File: src/rtl/rxbuf_pkg.sv
package rxbuf_pkg;
  typedef enum logic {
    MODE_FIFO  = 1'b0,
    MODE_BLOCK = 1'b1
  } buf_mode_e;

  typedef enum logic {
    REL_ADVANCE = 1'b0,
    REL_LOAD    = 1'b1
  } rel_op_e;
endpackage

File: src/rtl/rxbuf_store.sv
module rxbuf_store #(
  parameter int DATA_W = 16,
  parameter int ADDR_W = 6
) (
  input  logic              clk,
  input  logic              we,
  input  logic [ADDR_W-1:0] waddr,
  input  logic [DATA_W-1:0] wdata,
  input  logic [ADDR_W-1:0] raddr,
  output logic [DATA_W-1:0] rdata
);
  localparam int DEPTH = 1 << ADDR_W;

  logic [DATA_W-1:0] mem [DEPTH];

  // storage is not reset; the host only reads slots it knows were written
  always_ff @(posedge clk) begin
    if (we) mem[waddr] <= wdata;
  end

  assign rdata = mem[raddr];
endmodule

File: src/rtl/rxbuf_ptrs.sv
module rxbuf_ptrs
  import rxbuf_pkg::*;
#(
  parameter int ADDR_W = 6,
  localparam int PW = ADDR_W + 1
) (
  input  logic          clk,
  input  logic          rst_n,
  input  logic          wr_en,
  input  logic          rel_en,
  input  rel_op_e       rel_op,
  input  logic [PW-1:0] rel_cnt,
  input  logic          sticky_clr,
  output logic [PW-1:0] wr_ptr,
  output logic [PW-1:0] rd_ptr,
  output logic [PW-1:0] level,
  output logic          full,
  output logic          empty,
  output logic          accept,
  output logic [PW-1:0] wr_ptr_inc,
  output logic          ovf,
  output logic          rel_err
);
  localparam logic [PW-1:0] DEPTH = PW'(1) << ADDR_W;

  logic [PW-1:0] wr_ptr_q, rd_ptr_q, rd_ptr_d;
  logic          ovf_q, ovf_d, err_q, err_d, clamp;

  assign level      = wr_ptr_q - rd_ptr_q;
  assign full       = (level == DEPTH);
  assign empty      = (level == '0);
  assign accept     = wr_en & ~full;
  assign wr_ptr_inc = wr_ptr_q + PW'(1);

  always_comb begin
    rd_ptr_d = rd_ptr_q;
    clamp    = 1'b0;
    if (rel_en) begin
      if (rel_op == REL_LOAD) begin
        rd_ptr_d = wr_ptr_q;
      end else if (rel_cnt > level) begin
        rd_ptr_d = wr_ptr_q;
        clamp    = 1'b1;
      end else begin
        rd_ptr_d = rd_ptr_q + rel_cnt;
      end
    end
    ovf_d = (ovf_q & ~sticky_clr) | (wr_en & full);
    err_d = (err_q & ~sticky_clr) | clamp;
  end

  always_ff @(posedge clk or negedge rst_n) begin
    if (!rst_n) begin
      wr_ptr_q <= '0;
      rd_ptr_q <= '0;
      ovf_q    <= 1'b0;
      err_q    <= 1'b0;
    end else begin
      if (accept) wr_ptr_q <= wr_ptr_inc;
      if (rel_en) rd_ptr_q <= rd_ptr_d;
      ovf_q <= ovf_d;
      err_q <= err_d;
    end
  end

  assign wr_ptr  = wr_ptr_q;
  assign rd_ptr  = rd_ptr_q;
  assign ovf     = ovf_q;
  assign rel_err = err_q;
endmodule

File: src/rtl/rxbuf_events.sv
module rxbuf_events
  import rxbuf_pkg::*;
#(
  parameter int ADDR_W = 6,
  localparam int PW  = ADDR_W + 1,
  localparam int BLW = $clog2(ADDR_W + 1)
) (
  input  logic           clk,
  input  logic           rst_n,
  input  buf_mode_e      mode,
  input  logic [PW-1:0]  level,
  input  logic           empty,
  input  logic           accept,
  input  logic [PW-1:0]  wr_ptr_inc,
  input  logic [PW-1:0]  tide_lvl,
  input  logic [BLW-1:0] blk_log2,
  output logic           tide,
  output logic           empty_ev,
  output logic           tide_ev
);
  logic [BLW-1:0] blk_eff;
  logic [PW-1:0]  blk_size, blk_mask;
  logic           boundary, blk_ev_d;
  logic           empty_q, tide_q, blk_ev_q;

  always_comb begin
    blk_eff  = (blk_log2 > BLW'(ADDR_W)) ? BLW'(ADDR_W) : blk_log2;
    blk_size = PW'(1) << blk_eff;
    blk_mask = blk_size - PW'(1);
    boundary = ((wr_ptr_inc & blk_mask) == '0);
    blk_ev_d = accept & boundary;
    if (mode == MODE_BLOCK) tide = (level >= blk_size);
    else                    tide = (level <= tide_lvl);
  end

  always_ff @(posedge clk or negedge rst_n) begin
    if (!rst_n) begin
      empty_q  <= 1'b1;
      tide_q   <= 1'b1;
      blk_ev_q <= 1'b0;
    end else begin
      empty_q  <= empty;
      tide_q   <= tide;
      blk_ev_q <= blk_ev_d;
    end
  end

  assign empty_ev = empty & ~empty_q;
  assign tide_ev  = (mode == MODE_BLOCK) ? blk_ev_q : (tide & ~tide_q);
endmodule

File: src/rtl/rxbuf_tide.sv
module rxbuf_tide
  import rxbuf_pkg::*;
#(
  parameter int DATA_W = 16,
  parameter int ADDR_W = 6,
  localparam int PW  = ADDR_W + 1,
  localparam int BLW = $clog2(ADDR_W + 1)
) (
  input  logic              clk,
  input  logic              rst_n,
  input  logic              wr_en_i,
  input  logic [DATA_W-1:0] wr_data_i,
  input  logic [ADDR_W-1:0] rd_addr_i,
  output logic [DATA_W-1:0] rd_data_o,
  input  logic              mode_i,
  input  logic [PW-1:0]     tide_lvl_i,
  input  logic [BLW-1:0]    blk_log2_i,
  input  logic              rel_en_i,
  input  logic              rel_op_i,
  input  logic [PW-1:0]     rel_cnt_i,
  input  logic              sticky_clr_i,
  output logic [PW-1:0]     wr_ptr_o,
  output logic [PW-1:0]     rd_ptr_o,
  output logic [PW-1:0]     level_o,
  output logic              empty_o,
  output logic              full_o,
  output logic              tide_o,
  output logic              empty_ev_o,
  output logic              tide_ev_o,
  output logic              ovf_o,
  output logic              rel_err_o
);
  logic          rst_q1, rst_sync_n;
  logic          accept;
  logic [PW-1:0] wr_ptr_inc;

  // asynchronous assertion, synchronous release
  always_ff @(posedge clk or negedge rst_n) begin
    if (!rst_n) begin
      rst_q1     <= 1'b0;
      rst_sync_n <= 1'b0;
    end else begin
      rst_q1     <= 1'b1;
      rst_sync_n <= rst_q1;
    end
  end

  rxbuf_ptrs #(.ADDR_W(ADDR_W)) u_ptrs (
    .clk        (clk),
    .rst_n      (rst_sync_n),
    .wr_en      (wr_en_i),
    .rel_en     (rel_en_i),
    .rel_op     (rel_op_e'(rel_op_i)),
    .rel_cnt    (rel_cnt_i),
    .sticky_clr (sticky_clr_i),
    .wr_ptr     (wr_ptr_o),
    .rd_ptr     (rd_ptr_o),
    .level      (level_o),
    .full       (full_o),
    .empty      (empty_o),
    .accept     (accept),
    .wr_ptr_inc (wr_ptr_inc),
    .ovf        (ovf_o),
    .rel_err    (rel_err_o)
  );

  rxbuf_store #(.DATA_W(DATA_W), .ADDR_W(ADDR_W)) u_store (
    .clk   (clk),
    .we    (accept),
    .waddr (wr_ptr_o[ADDR_W-1:0]),
    .wdata (wr_data_i),
    .raddr (rd_addr_i),
    .rdata (rd_data_o)
  );

  rxbuf_events #(.ADDR_W(ADDR_W)) u_events (
    .clk        (clk),
    .rst_n      (rst_sync_n),
    .mode       (buf_mode_e'(mode_i)),
    .level      (level_o),
    .empty      (empty_o),
    .accept     (accept),
    .wr_ptr_inc (wr_ptr_inc),
    .tide_lvl   (tide_lvl_i),
    .blk_log2   (blk_log2_i),
    .tide       (tide_o),
    .empty_ev   (empty_ev_o),
    .tide_ev    (tide_ev_o)
  );
endmodule

File: config.mk
export PLATFORM = sky130hd
export DESIGN_NAME = rxbuf_tide
export DESIGN_NICKNAME = d
export VERILOG_FILES = /design/src/rtl/rxbuf_pkg.sv /design/src/rtl/rxbuf_store.sv /design/src/rtl/rxbuf_ptrs.sv /design/src/rtl/rxbuf_events.sv /design/src/rtl/rxbuf_tide.sv
export SDC_FILE = /design/constraint.sdc
export NUM_CORES = 1
export LEC_CHECK = 0
export BUFFER_PORTS_ARGS = -buffer_cell sky130_fd_sc_hd__buf_2
export CORE_MARGIN = 5
export CORE_UTILIZATION = 55
export CTS_BUF_LIST = sky130_fd_sc_hd__clkbuf_8
export DETAILED_ROUTE_END_ITERATION = 10
export GPL_TIMING_DRIVEN = 1
export MAX_ROUTING_LAYER = met4
export PLACE_DENSITY = 0.79
export SYNTH_ARGS = -nofsm -noshare
export SYNTH_HDL_FRONTEND = slang
export SYNTH_HIERARCHICAL = 1
export SYNTH_SLANG_ARGS = --single-unit
File: constraint.sdc
create_clock -name clk -period 6.17 [get_ports clk]
set_clock_uncertainty 0.1 [all_clocks]
set_input_delay 1.234 -clock clk [delete_from_list [all_inputs] [get_ports clk]]
set_output_delay 1.234 -clock clk [all_outputs]
set_load 0.1 [all_outputs]
# After elaboration in Yosys (flattened, before gate mapping)
# Memories as Yosys holds them, arrays and structs flattened.
# Cells that the tools add are included.
[op_classes]
magnitude_cmp = 4
eq_ne = 1
shift = 1
n_reduce_logical = 2
mux = 10
n_addsub = 4
bitwise = 14
[ops]
columns = ["operator", "count"]
rows = [
  ["$logic_not A7 Y1", 2],
  ["$mux W7", 2],
  ["$add A7 B1 Y7 const B", 1],
  ["$add A7 B7 Y7", 1],
  ["$and A1 B1 Y1", 7],
  ["$and A7 B7 Y7", 1],
  ["$eq A7 B7 Y1 const B", 1],
  ["$ge A7 B7 Y1", 1],
  ["$gt A7 B7 Y1", 1],
  ["$le A7 B7 Y1", 1],
  ["$mux W1", 7],
  ["$shl A1 B3 Y7 const A", 1],
  ["$sub A7 B1 Y7 const B", 1],
  ["$sub A7 B7 Y7", 1],
  ["$not A1 Y1", 4],
  ["$gt A3 B3 Y1 const B", 1],
  ["$mux W3", 1],
  ["$or A1 B1 Y1", 2],
]
[totals]
ramBits = 1024
input_bits = 46
mem_count = 1
out_inout_bits = 44
word_cells = 46
reg_bits = 21
[mem_list]
columns = ["memory", "depth", "width", "read_ports", "rd_clocked_by_memory_dff", "wr", "line", "source"]
rows = [
  ["u_store.mem", 64, 16, 1, 0, 1, "rxbuf_store.sv:14", "logic [DATA_W-1:0] mem [DEPTH];"],
]

# Longest topological paths before layout
[logic_depth]
word_depth = 7
ltp_mapped = 15
mapped_depth_nobuf = 14

# By module
# The synthesis kept the hierarchy.
[modules_own_cells]
columns = ["mod", "seq_area_each_um2", "area_each_um2", "instances", "cells_each"]
rows = [
  ["rxbuf_store", 30749.5, 39721.8, 1, 1813],
  ["rxbuf_ptrs", 400.4, 1677.9, 1, 183],
  ["rxbuf_events", 77.6, 544.3, 1, 67],
  ["rxbuf_tide", 50.0, 53.8, 1, 3],
]

# Least setup slack after synthesis
# OpenSTA, ideal clock, no wires.
[synth_path]
kind = "register to output"
startpoint = "reg u_ptrs.wr_ptr_q[0] (netlist: u_ptrs/wr_ptr[0])"
endpoint = "out empty_ev_o"
t_required_ns = 4.836
path_stages_with_launch = 11
slack_ns = -1.192
n_path_buf = 0
arrival_time_ns = 6.028
path_cell_list = "dfrtp_1 inv_1 ha_1 inv_1 fa_1 xor2_1 nor3_1 o211ai_1 nand2b_1 nor2_1 nor2b_1"
[synth_between]
elab_chain_cells = 3
[synth_rtl]
columns = ["element", "line", "source"]
rows = [
  ["start, declared", "rxbuf_ptrs.sv:26", "logic [PW-1:0] wr_ptr_q, rd_ptr_q, rd_ptr_d;"],
  ["start signal, assigned", "rxbuf_ptrs.sv:59", "if (accept) wr_ptr_q <= wr_ptr_inc;"],
  ["$sub A7 B7 Y7", "rxbuf_ptrs.sv:29", "assign level = wr_ptr_q - rd_ptr_q;"],
  ["net level_o[2]", "rxbuf_tide.sv:24", "output logic [PW-1:0] level_o,"],
  ["$logic_not A7 Y1", "rxbuf_ptrs.sv:31", "assign empty = (level == '0);"],
  ["net empty_o", "rxbuf_tide.sv:25", "output logic empty_o,"],
  ["$and A1 B1 Y1", "rxbuf_events.sv:48", "assign empty_ev = empty & ~empty_q;"],
  ["end, declared", "rxbuf_tide.sv:28", "output logic empty_ev_o,"],
]
# The timed path passes the listed nets, and every way through them passes these cells.

# Worst setup path after layout
[layout_path]
startpoint = "reg u_ptrs.wr_ptr_q[0] (netlist: u_ptrs/wr_ptr[0])"
endpoint = "out tide_o"
[layout_between]
elab_chain_cells = 3
elab_cells_between_ends = 4
cone_classes = "1 x add/sub; 2 x order compare; 1 x mux"
[layout_rtl]
columns = ["element", "line", "source"]
rows = [
  ["$sub A7 B7 Y7 (*)", "rxbuf_ptrs.sv:29", ""],
  ["$le A7 B7 Y1 / $ge A7 B7 Y1 (equally long branches)", "rxbuf_events.sv:33, rxbuf_events.sv:32", ""],
  ["$mux W1 (*)", "rxbuf_events.sv:32", "if (mode == MODE_BLOCK) tide = (level >= blk_size);"],
  ["end, declared", "rxbuf_tide.sv:27", "output logic tide_o,"],
]
# Every way passes the cells marked *; elsewhere a longest branch is shown, timed or not.

==> out/metrics.yaml <==
placement:
  port_buffers: 89
  dpl-instance-area_um2: 44000
  dpl.cell_count: 3145
  gp_congestion: 0.8866
  hpwl_um: 56630
floorplanning:
  initial_core_util_pct: 55.38
  ios: 90
  die_width_um: 286.3
  dieArea_um2: 81970
  rows: 101
  die_y_um: 286.3
  core-area_um2: 75820
critical_path:
  slowest_stage: "fa_1"
  start_kind: "register"
  max_stage_delay_ns: 0.45
  crit_family: "compound AO/OA/AOI/OAI gates"
  worstSetupEndpointType: "primary output"
  critPathBufInv: 4
  path_cells: "inv_1, ha_1, inv_1, fa_1, a211oi_2, nor2_1, a31o_4, nor2_4, inv_4, ha_1, a21oi_1, o21ai_0, o221ai_1, o41a_1, buf_2"
  required_ns: 4.84
  worstSetupPathType: "register to primary output"
  crit_path_max_fanout: 9
  cp.arrival_ns: 4.56
global_routing:
  grt_max_degree: 83
  grt.total_usage_pct: 24.11
  grt_pass1_vias: 22180
  grt.overflow.total: 0
  grt_pass1_wl_um: 141100
  antenna_found_initial: 7
sta:
  finalHoldViolCount: 0
  whs_ns: 0.09901
  setup_viol: 0
  worst_pin_slew_ns: 0.8843
  fin_crit_sh_pct: 95.58
  timing.final.crit_period_ns: 5.897
  fmax_mhz: 169.6
  relSlewSlack_pct: 41.05
  rsz0062_at_grt: "false"
  final_max_slew_viol_count: 0
finish:
  area_delta_synth_final_pct: 11.93
  nNetsFinal: 2410
  final_cells: 3439
  nFillCells: 5024
  stdcell_area_um2: 47000
  drive_above_1_share_pct: 28.28
synthesis:
  yosysWarnings: 6
  postSynthCellCount: 2065
  syn_area_um2: 41990
  postSynthAreaPerCell_um2: 20.33
  syn-num-nets: 2146
status:
  status: "completed"
drt:
  via_count: 21660
  drt_wl_total_um: 95460
  drc_errors: 0
  ant_nets: 0
  dr.pass1.iters: 5
  wl_per_cell_um: 27.76
  viasPerCell: 6.297
  initialDrtViolationCount: 2889
clock_tree:
  clock_sinks: 1045
  insertion_delay_ns: 0.81
  htreeDepth: 4
  ctsResizeCount: 0
  cts_tree: "built"
  cts.path.max_buffers: 3
  post_cts_buffers: 0
  ctsHoldBuffers: 0
  clk_pin_slew_ns: 0.06
  cts_root_buffer: "clkbuf_8"
  cts_buffers: 160
power:
  power_mw: 17.42
  cellLeakagePower_nw: 15.56
  cellPowerDensity_nw_per_um2: 370.6
  peakVddDrop_v: 0.0006405
flow_run:
  cap_viol_max_count: 0
worst_hold_path:
  hp-class: "primary input to async pin"
## registers in the layout, indices dropped and copies added (netlist names)
name	count
rst_q1	1
rst_sync_n	1
u_events/blk_ev_q	1
u_events/empty_q	1
u_events/tide_q	1
u_ptrs/ovf	1
u_ptrs/rd_ptr	7
u_ptrs/rel_err	1
u_ptrs/wr_ptr	7
u_store/mem	1024
## metal layers
metal	vias up	wire, um	track usage [%]
li1	9125	-	-
met1	11230	35620	31.07
met2	1112	47240	37.96
met3	186	9472	6.219
met4	0	3121	8.532
met5	-	0	-
## layout make-up
type                       count  area [um2]  share of cell area [%]
sequential                  1045       31280                   66.55
multi-input combinational    874        9831                   20.92
clock buffer                 161        2216                   4.715
timing repair buffer         211        1524                   3.243
tap                          978        1224                   2.604
clock inverter               126       768.2                   1.635
inverter                      37       141.4                  0.3008
antenna                        7       17.52                 0.03727
## path summary, 6_finish.rpt
path,start,end,slack [ns],depth (start not counted)
worst max-delay path,u_ptrs/wr_ptr[0]$_DFFE_PN0P_,tide_o,0.27,15
worst min-delay path,rst_n,rst_sync_n$_DFF_PN0_,0.1,1
worst max register to register,u_ptrs/wr_ptr[0]$_DFFE_PN0P_,u_store/mem[32][4]$_DFFE_PP_,1.35,14
worst min register to register,rst_q1$_DFF_PN0_,rst_sync_n$_DFF_PN0_,0.26,0
max in group asynchronous,rst_sync_n$_DFF_PN0_,u_events/blk_ev_q$_DFF_PN0_,5.15,0
min in group clk,rst_q1$_DFF_PN0_,rst_sync_n$_DFF_PN0_,0.26,0
## metrics by stage
step | setup WS [ns] | utilization [%] | TNS (ns)
2_1_floorplan | -0.2110 | - | -0.2110
3_3_place_gp | 0.8789 | 58.03 | 0
3_5_place_dp | 0.8195 | 58.03 | 0
4_1_cts | 0.2519 | 61.96 | 0
5_1_grt | 0.05988 | 61.98 | 0
6_report | 0.2728 | 61.99 | 0
## cells in the final DEF, fill, tap and decap left out, types with 33 or more instances in the layout
master	count
nor2b_1	35
nor2_1	85
inv_1	73
a22oi_1	39
clkbuf_8	162
mux4_2	220
nand2_1	68
mux2i_1	85
clkinv_1	46
buf_2	86
edfxtp_1	1024
ha_1	33
buf_4	111
## report_power, final
part / switching (mW) / internal (mW) / leakage (nW)
logic: 2.84 / 1.03 / 4.44
registers: 0.0904 / 8.10 / 9.47
clock network: 2.64 / 2.71 / 1.65
total: 5.57 / 11.8 / 15.6
(Power assumes the default switching activity.)
